==> src/rtl/pacc_pkg.sv <==
package pacc_pkg;
  // Width of one adder slice and number of pipelined slices.
  localparam int PACC_SLICE_W = 8;
  localparam int PACC_SLICES  = 3;
  localparam int PACC_ACC_W   = PACC_SLICE_W * PACC_SLICES;
endpackage

==> src/rtl/pacc_cla.sv <==
// Carry-lookahead adder of W bits. Each carry is formed directly from
// generate/propagate terms rather than by chaining the previous carry.
module pacc_cla #(
  parameter int W = 8,
  parameter bit CARRY_OUT = 1'b1,
  localparam int OUT_W = W + (CARRY_OUT ? 1 : 0)
) (
  input  logic [W-1:0]     a_i,
  input  logic [W-1:0]     b_i,
  input  logic             c_i,
  output logic [OUT_W-1:0] res_o
);

  logic [W-1:0] gen;
  logic [W-1:0] prop;
  logic [W-1:0] cry;
  logic [W-1:0] sum;

  // Carry into bit position idx, expanded as a sum of products.
  function automatic logic carry_into(input logic [W-1:0] g, input logic [W-1:0] p,
                                      input logic cin, input int idx);
    logic acc;
    logic run;
    acc = 1'b0;
    run = 1'b1;
    for (int j = W - 1; j >= 0; j--) begin
      if (j < idx) begin
        acc = acc | (run & g[j]);
        run = run & p[j];
      end
    end
    return acc | (run & cin);
  endfunction

  assign gen  = a_i & b_i;
  assign prop = a_i ^ b_i;

  for (genvar i = 0; i < W; i++) begin : g_cry
    assign cry[i] = carry_into(gen, prop, c_i, i);
  end

  assign sum = prop ^ cry;

  if (CARRY_OUT) begin : g_co
    assign res_o = {carry_into(gen, prop, c_i, W), sum};
  end else begin : g_noco
    assign res_o = sum;
  end

endmodule

==> src/rtl/pacc_delay.sv <==
// Enabled shift line of DEPTH registers (DEPTH >= 1).
module pacc_delay #(
  parameter int W = 8,
  parameter int DEPTH = 1
) (
  input  logic         clk_i,
  input  logic         rst_ni,
  input  logic         en_i,
  input  logic [W-1:0] d_i,
  output logic [W-1:0] q_o
);

  logic [DEPTH-1:0][W-1:0] stg_q;
  logic [DEPTH-1:0][W-1:0] stg_d;

  always_comb begin
    stg_d = stg_q;
    if (en_i) begin
      stg_d[0] = d_i;
      for (int k = 1; k < DEPTH; k++) begin
        stg_d[k] = stg_q[k-1];
      end
    end
  end

  always_ff @(posedge clk_i or negedge rst_ni) begin
    if (!rst_ni) begin
      stg_q <= '0;
    end else begin
      stg_q <= stg_d;
    end
  end

  assign q_o = stg_q[DEPTH-1];

endmodule

==> src/rtl/pacc_slice.sv <==
// One accumulator slice: W-bit phase register plus, unless it is the
// top slice, a registered carry presented above the sum bits.
module pacc_slice #(
  parameter int W = 8,
  parameter bit CARRY_OUT = 1'b1,
  localparam int OUT_W = W + (CARRY_OUT ? 1 : 0)
) (
  input  logic             clk_i,
  input  logic             rst_ni,
  input  logic             en_i,
  input  logic [W-1:0]     addend_i,
  input  logic             carry_i,
  output logic [OUT_W-1:0] state_o
);

  logic [OUT_W-1:0] st_q;
  logic [OUT_W-1:0] st_d;
  logic [OUT_W-1:0] res;

  pacc_cla #(
    .W        (W),
    .CARRY_OUT(CARRY_OUT)
  ) u_cla (
    .a_i  (st_q[W-1:0]),
    .b_i  (addend_i),
    .c_i  (carry_i),
    .res_o(res)
  );

  always_comb begin
    st_d = en_i ? res : st_q;
  end

  always_ff @(posedge clk_i or negedge rst_ni) begin
    if (!rst_ni) begin
      st_q <= '0;
    end else begin
      st_q <= st_d;
    end
  end

  assign state_o = st_q;

endmodule

==> src/rtl/phase_acc_pipe.sv <==
module phase_acc_pipe #(
  parameter int SLICE_W  = pacc_pkg::PACC_SLICE_W,
  parameter int N_SLICES = pacc_pkg::PACC_SLICES,
  localparam int ACC_W   = SLICE_W * N_SLICES
) (
  input  logic             clk_i,
  input  logic             rst_ni,
  input  logic             en_i,
  input  logic [ACC_W-1:0] ftw_i,
  output logic [ACC_W-1:0] phase_o
);

  logic [N_SLICES-1:0][SLICE_W-1:0] slc_sum;
  logic [N_SLICES-1:0]              cin;

  // The lowest slice never receives a carry.
  assign cin[0] = 1'b0;

  for (genvar k = 0; k < N_SLICES; k++) begin : g_slc
    logic [SLICE_W-1:0] addend;

    // Input skew: byte k of the tuning word waits k enabled edges.
    if (k == 0) begin : g_noskew
      assign addend = ftw_i[SLICE_W-1:0];
    end else begin : g_skew
      pacc_delay #(
        .W    (SLICE_W),
        .DEPTH(k)
      ) u_skew (
        .clk_i (clk_i),
        .rst_ni(rst_ni),
        .en_i  (en_i),
        .d_i   (ftw_i[k*SLICE_W +: SLICE_W]),
        .q_o   (addend)
      );
    end

    // Slice with a registered carry to the next one, or the top slice.
    if (k < N_SLICES - 1) begin : g_mid
      logic [SLICE_W:0] word;
      pacc_slice #(
        .W        (SLICE_W),
        .CARRY_OUT(1'b1)
      ) u_slice (
        .clk_i   (clk_i),
        .rst_ni  (rst_ni),
        .en_i    (en_i),
        .addend_i(addend),
        .carry_i (cin[k]),
        .state_o (word)
      );
      assign slc_sum[k] = word[SLICE_W-1:0];
      assign cin[k+1]   = word[SLICE_W];
    end else begin : g_top
      logic [SLICE_W-1:0] word;
      pacc_slice #(
        .W        (SLICE_W),
        .CARRY_OUT(1'b0)
      ) u_slice (
        .clk_i   (clk_i),
        .rst_ni  (rst_ni),
        .en_i    (en_i),
        .addend_i(addend),
        .carry_i (cin[k]),
        .state_o (word)
      );
      assign slc_sum[k] = word;
    end

    // Output deskew: byte k waits for the slices above it.
    if (k < N_SLICES - 1) begin : g_deskew
      pacc_delay #(
        .W    (SLICE_W),
        .DEPTH(N_SLICES - 1 - k)
      ) u_deskew (
        .clk_i (clk_i),
        .rst_ni(rst_ni),
        .en_i  (en_i),
        .d_i   (slc_sum[k]),
        .q_o   (phase_o[k*SLICE_W +: SLICE_W])
      );
    end else begin : g_direct
      assign phase_o[k*SLICE_W +: SLICE_W] = slc_sum[k];
    end
  end

endmodule

==> config.mk <==
export PLATFORM = sky130hd
export DESIGN_NAME = phase_acc_pipe
export DESIGN_NICKNAME = d
export VERILOG_FILES = /design/src/rtl/pacc_pkg.sv /design/src/rtl/pacc_cla.sv /design/src/rtl/pacc_delay.sv /design/src/rtl/pacc_slice.sv /design/src/rtl/phase_acc_pipe.sv
export SDC_FILE = /design/constraint.sdc
export NUM_CORES = 1
export LEC_CHECK = 0
export ABC_AREA = 1
export BUFFER_PORTS_ARGS = -buffer_cell sky130_fd_sc_hd__buf_2
export CAP_MARGIN = 15
export CORE_MARGIN = 3
export CORE_UTILIZATION = 43
export DETAILED_ROUTE_END_ITERATION = 8
export GPL_ROUTABILITY_DRIVEN = 0
export PLACE_DENSITY = 0.6
export SYNTH_ARGS = -nofsm -noshare
export SYNTH_HDL_FRONTEND = slang
export SYNTH_SLANG_ARGS = --single-unit
==> constraint.sdc <==
create_clock -name clk_i -period 2 [get_ports clk_i]
set_clock_uncertainty 0.15 [all_clocks]
set_input_delay 0.3 -clock clk_i [delete_from_list [all_inputs] [get_ports clk_i]]
set_output_delay 0.3 -clock clk_i [all_outputs]
set_load 0.02 [all_outputs]
==> run metrics <==
Port Buf Inserts 50; FF+latch area 0.00185 mm²; crit-path max FO 5; hold path depth 3; leading cell type in the layout, fill and taps excluded nand2_1; family with the most delay on the worst path simple AND/OR/NAND/NOR gates; TritonCTS clock tree built; Die X 101 µm; CP Data Required Time 2080 ps; LEAKAGE ~2.5 nW; Max Slew Vio Count 0; FMAX 573 MHz; worst-path cell chain ha_1 > nand2_1 > nand2_1 > nor2_1 > nand3_2 > nand2_2 > nand3_1 > nand3_1 > nand2_1; Max Buffers Root-to-Sink 2; DRT Pass-1 Iters 4; Clk Latency, worst-skew pair 340 ps; Hold Buf Count CTS 13; Slew Limit Headroom 54.5%; routed wire length between 7000 and 8000 µm; Reg clk slew, reported paths around 80 ps; pin slew with the least headroom to its limit 682 ps; area share of the largest cell type after synthesis 47.3%; period utilization 87.2%; Cells after Synth 499; Net Sw Power about 2.4 mW; DR iter-0 viols around 170; outcome completed; most frequent cells in the layout nand2_1, dfrtp_1, buf_2, inv_1, o21ai_0; max-cap viol count 0; Post-CTS Setup Inserts 0; DP HPWL approximately 5200 µm; Inserted Clock Buffers 9; Ys Warns 0; largest net degree at the start of global routing 70; Syn Nets 553; area leader, netlist dfrtp_1; Initial Util 44.6%; HP Class in2reg; Avg Inst Size Synth 7.84 µm²; CTS Root Buffer Type clkbuf_8; initial antenna violation count 0; Setup WS pre-CTS around 270 ps; htree depth 3; CP Depth 9; peak supply drop approximately 460 µV; crit-path max cell delay ~420 ps; Mapped Area 0.00391 mm²; Worst path slowest cell dfrtp_1; switch share 39.0%; grt ovf 0; number of library cell types mapped by synthesis 26; Area contributors post-synth dfrtp_1, nand2_1, ha_1; share of layout cells above drive strength 1 14.0%; minimum clock period 1740 ps; Sink Count 74; Std-Cell Rows 34; final hold vios 0; Core ar. approximately 0.0088 mm²; setup TNS 0 ps; crit path capture type flop; Critical Path AT 1820 ps; most used cell along the critical path nand2_1; drt via density 4.73; Antenna Cells 0; routed via count 3,149; fin util 52.5%; # IOs roughly 50; crit path buf inv count 0; cts repair resizes 0; number of remaining DRC errors 0; Tot GR Track Use 15.5%; # fillers 891; global-route wire length before repair approximately 13,000 µm; area of the multi-input gates 0.00173 mm²; CP Launch Type flop; reg2reg path depth 9; combinational share of power 39.9%; RSZ-0062 raised after global routing no; Die ar. 0.0103 mm²; final setup vio count 0; vias in the first global route 2,934; clock power share 23.1%; FF+latch count, synth 74; Die Y 101 µm; Final WS setup 256 ps; Layout area overhead 17.7%; post-route ant nets 0; NumNets Final 607; pwr dens 1350 mW/mm²; Setup CP Type reg2reg; sequential group share of total power 37.0%; Seq/Total Area, Yosys 47.3%; Int Pwr approximately 3.8 mW; drt wl/cell 11.2 µm
routing by layer:
metal | up-vias | share of wire (%) | GRT usage, %
li1 | 1662 | - | -
met1 | 1434 | 48 | 20.5
met2 | 40 | 47 | 25.3
met3 | 13 | 2.9 | 3.03
met4 | 0 | 1.8 | 5.73
met5 | - | 0 | 0
path summary, 6_finish.rpt:
check / from / to / slack, ps
worst max-delay path: g_slc[1].g_skew.u_skew.q_o[4]$_DFFE_PN0P_ / g_slc[1].g_mid.u_slice.state_o[6]$_DFFE_PN0P_ / 260
worst min-delay path: ftw_i[16] / g_slc[2].g_skew.u_skew.stg_q[0]$_DFFE_PN0P_ / 20
worst max register to register: g_slc[1].g_skew.u_skew.q_o[4]$_DFFE_PN0P_ / g_slc[1].g_mid.u_slice.state_o[6]$_DFFE_PN0P_ / 260
worst min register to register: g_slc[0].g_deskew.u_deskew.q_o[1]$_DFFE_PN0P_ / g_slc[0].g_deskew.u_deskew.q_o[1]$_DFFE_PN0P_ / 320
max in group asynchronous: rst_ni / g_slc[1].g_skew.u_skew.q_o[5]$_DFFE_PN0P_ / 920
min in group asynchronous: rst_ni / g_slc[0].g_deskew.u_deskew.q_o[3]$_DFFE_PN0P_ / 200
cell families (layout without fill, tap and decap cells):
logic type	count (synthesis)	in the layout	synth area share, %
fa+ha+maj	27	27	9.21
xor+xnor	4	4	0.896
buf+inv	75	134	8.38
simple gates	274	274	28.3
flops	74	74	47.3
compound gates	45	45	5.85
metrics by stage:
stage / instances / hold WS, ps / power, mW / area, µm²
floorplan: 499 / -146 / 4.24 / 3910
global placement: 637 / 21.4 / 4.76 / 4220
detailed placement: 637 / 27.2 / 4.82 / 4220
CTS: 666 / 9.59 / 6.30 / 4600
global route: 666 / 14.5 / 6.79 / 4600
finish: 666 / 21.4 / 6.22 / 4600
cell type report:
class / count / area share (%)
Sequential cell: 74 / 40.2
Clock buffer: 10 / 2.99
Inverter: 50 / 4.08
Multi-Input combinational cell: 350 / 37.6
Tap cell: 108 / 2.93
Clock inverter: 6 / 2.47
Timing Repair Buffer: 68 / 9.67
sequential cells by signal, summed over array words and instances (netlist names):
| register | flops |
|---|---|
| g_slc.g_mid.u_slice.state_o | 18 |
| g_slc.g_deskew.u_deskew.q_o | 16 |
| g_slc.g_skew.u_skew.q_o | 16 |
| g_slc.g_deskew.u_deskew.stg_q | 8 |
| g_slc.g_skew.u_skew.stg_q | 8 |
| g_slc.g_top.u_slice.state_o | 8 |
synth_stat cells:
cell      instances
inv_1            48
nor2_4            1
buf_4            10
dfrtp_1          74
nand3_1          31
buf_2             7
o21ai_1           2
o21ai_0          34
nand4_1           4
and3b_1           1
xnor2_1           1
inv_2             2
fa_1              3
a21oi_1           7
ha_1             24
o21bai_1          1
xor2_1            3
nor2_2            1
nand2_2           2
a31oi_1           1
nor3_1            2
clkbuf_1          8
and2_1            1
nand2_1         205
nor2_1           25
nand3_2           1
power groups by stage:
stage          sequential [mW]  clock (mW)  combinational (mW)
4_1_cts                   2.31        1.47                2.52
5_1_grt                   2.38        1.53                2.89
3_5_place_dp              2.33           0                2.49
6_report                  2.30        1.44                2.48
3_3_place_gp              2.32           0                2.45
2_1_floorplan             2.43           0                1.81
tightest hold or removal path: stages:
cell and delay, ps:
buf_2 80, nand2_1 50, nand2_1 50
(Power assumes the default switching activity.)
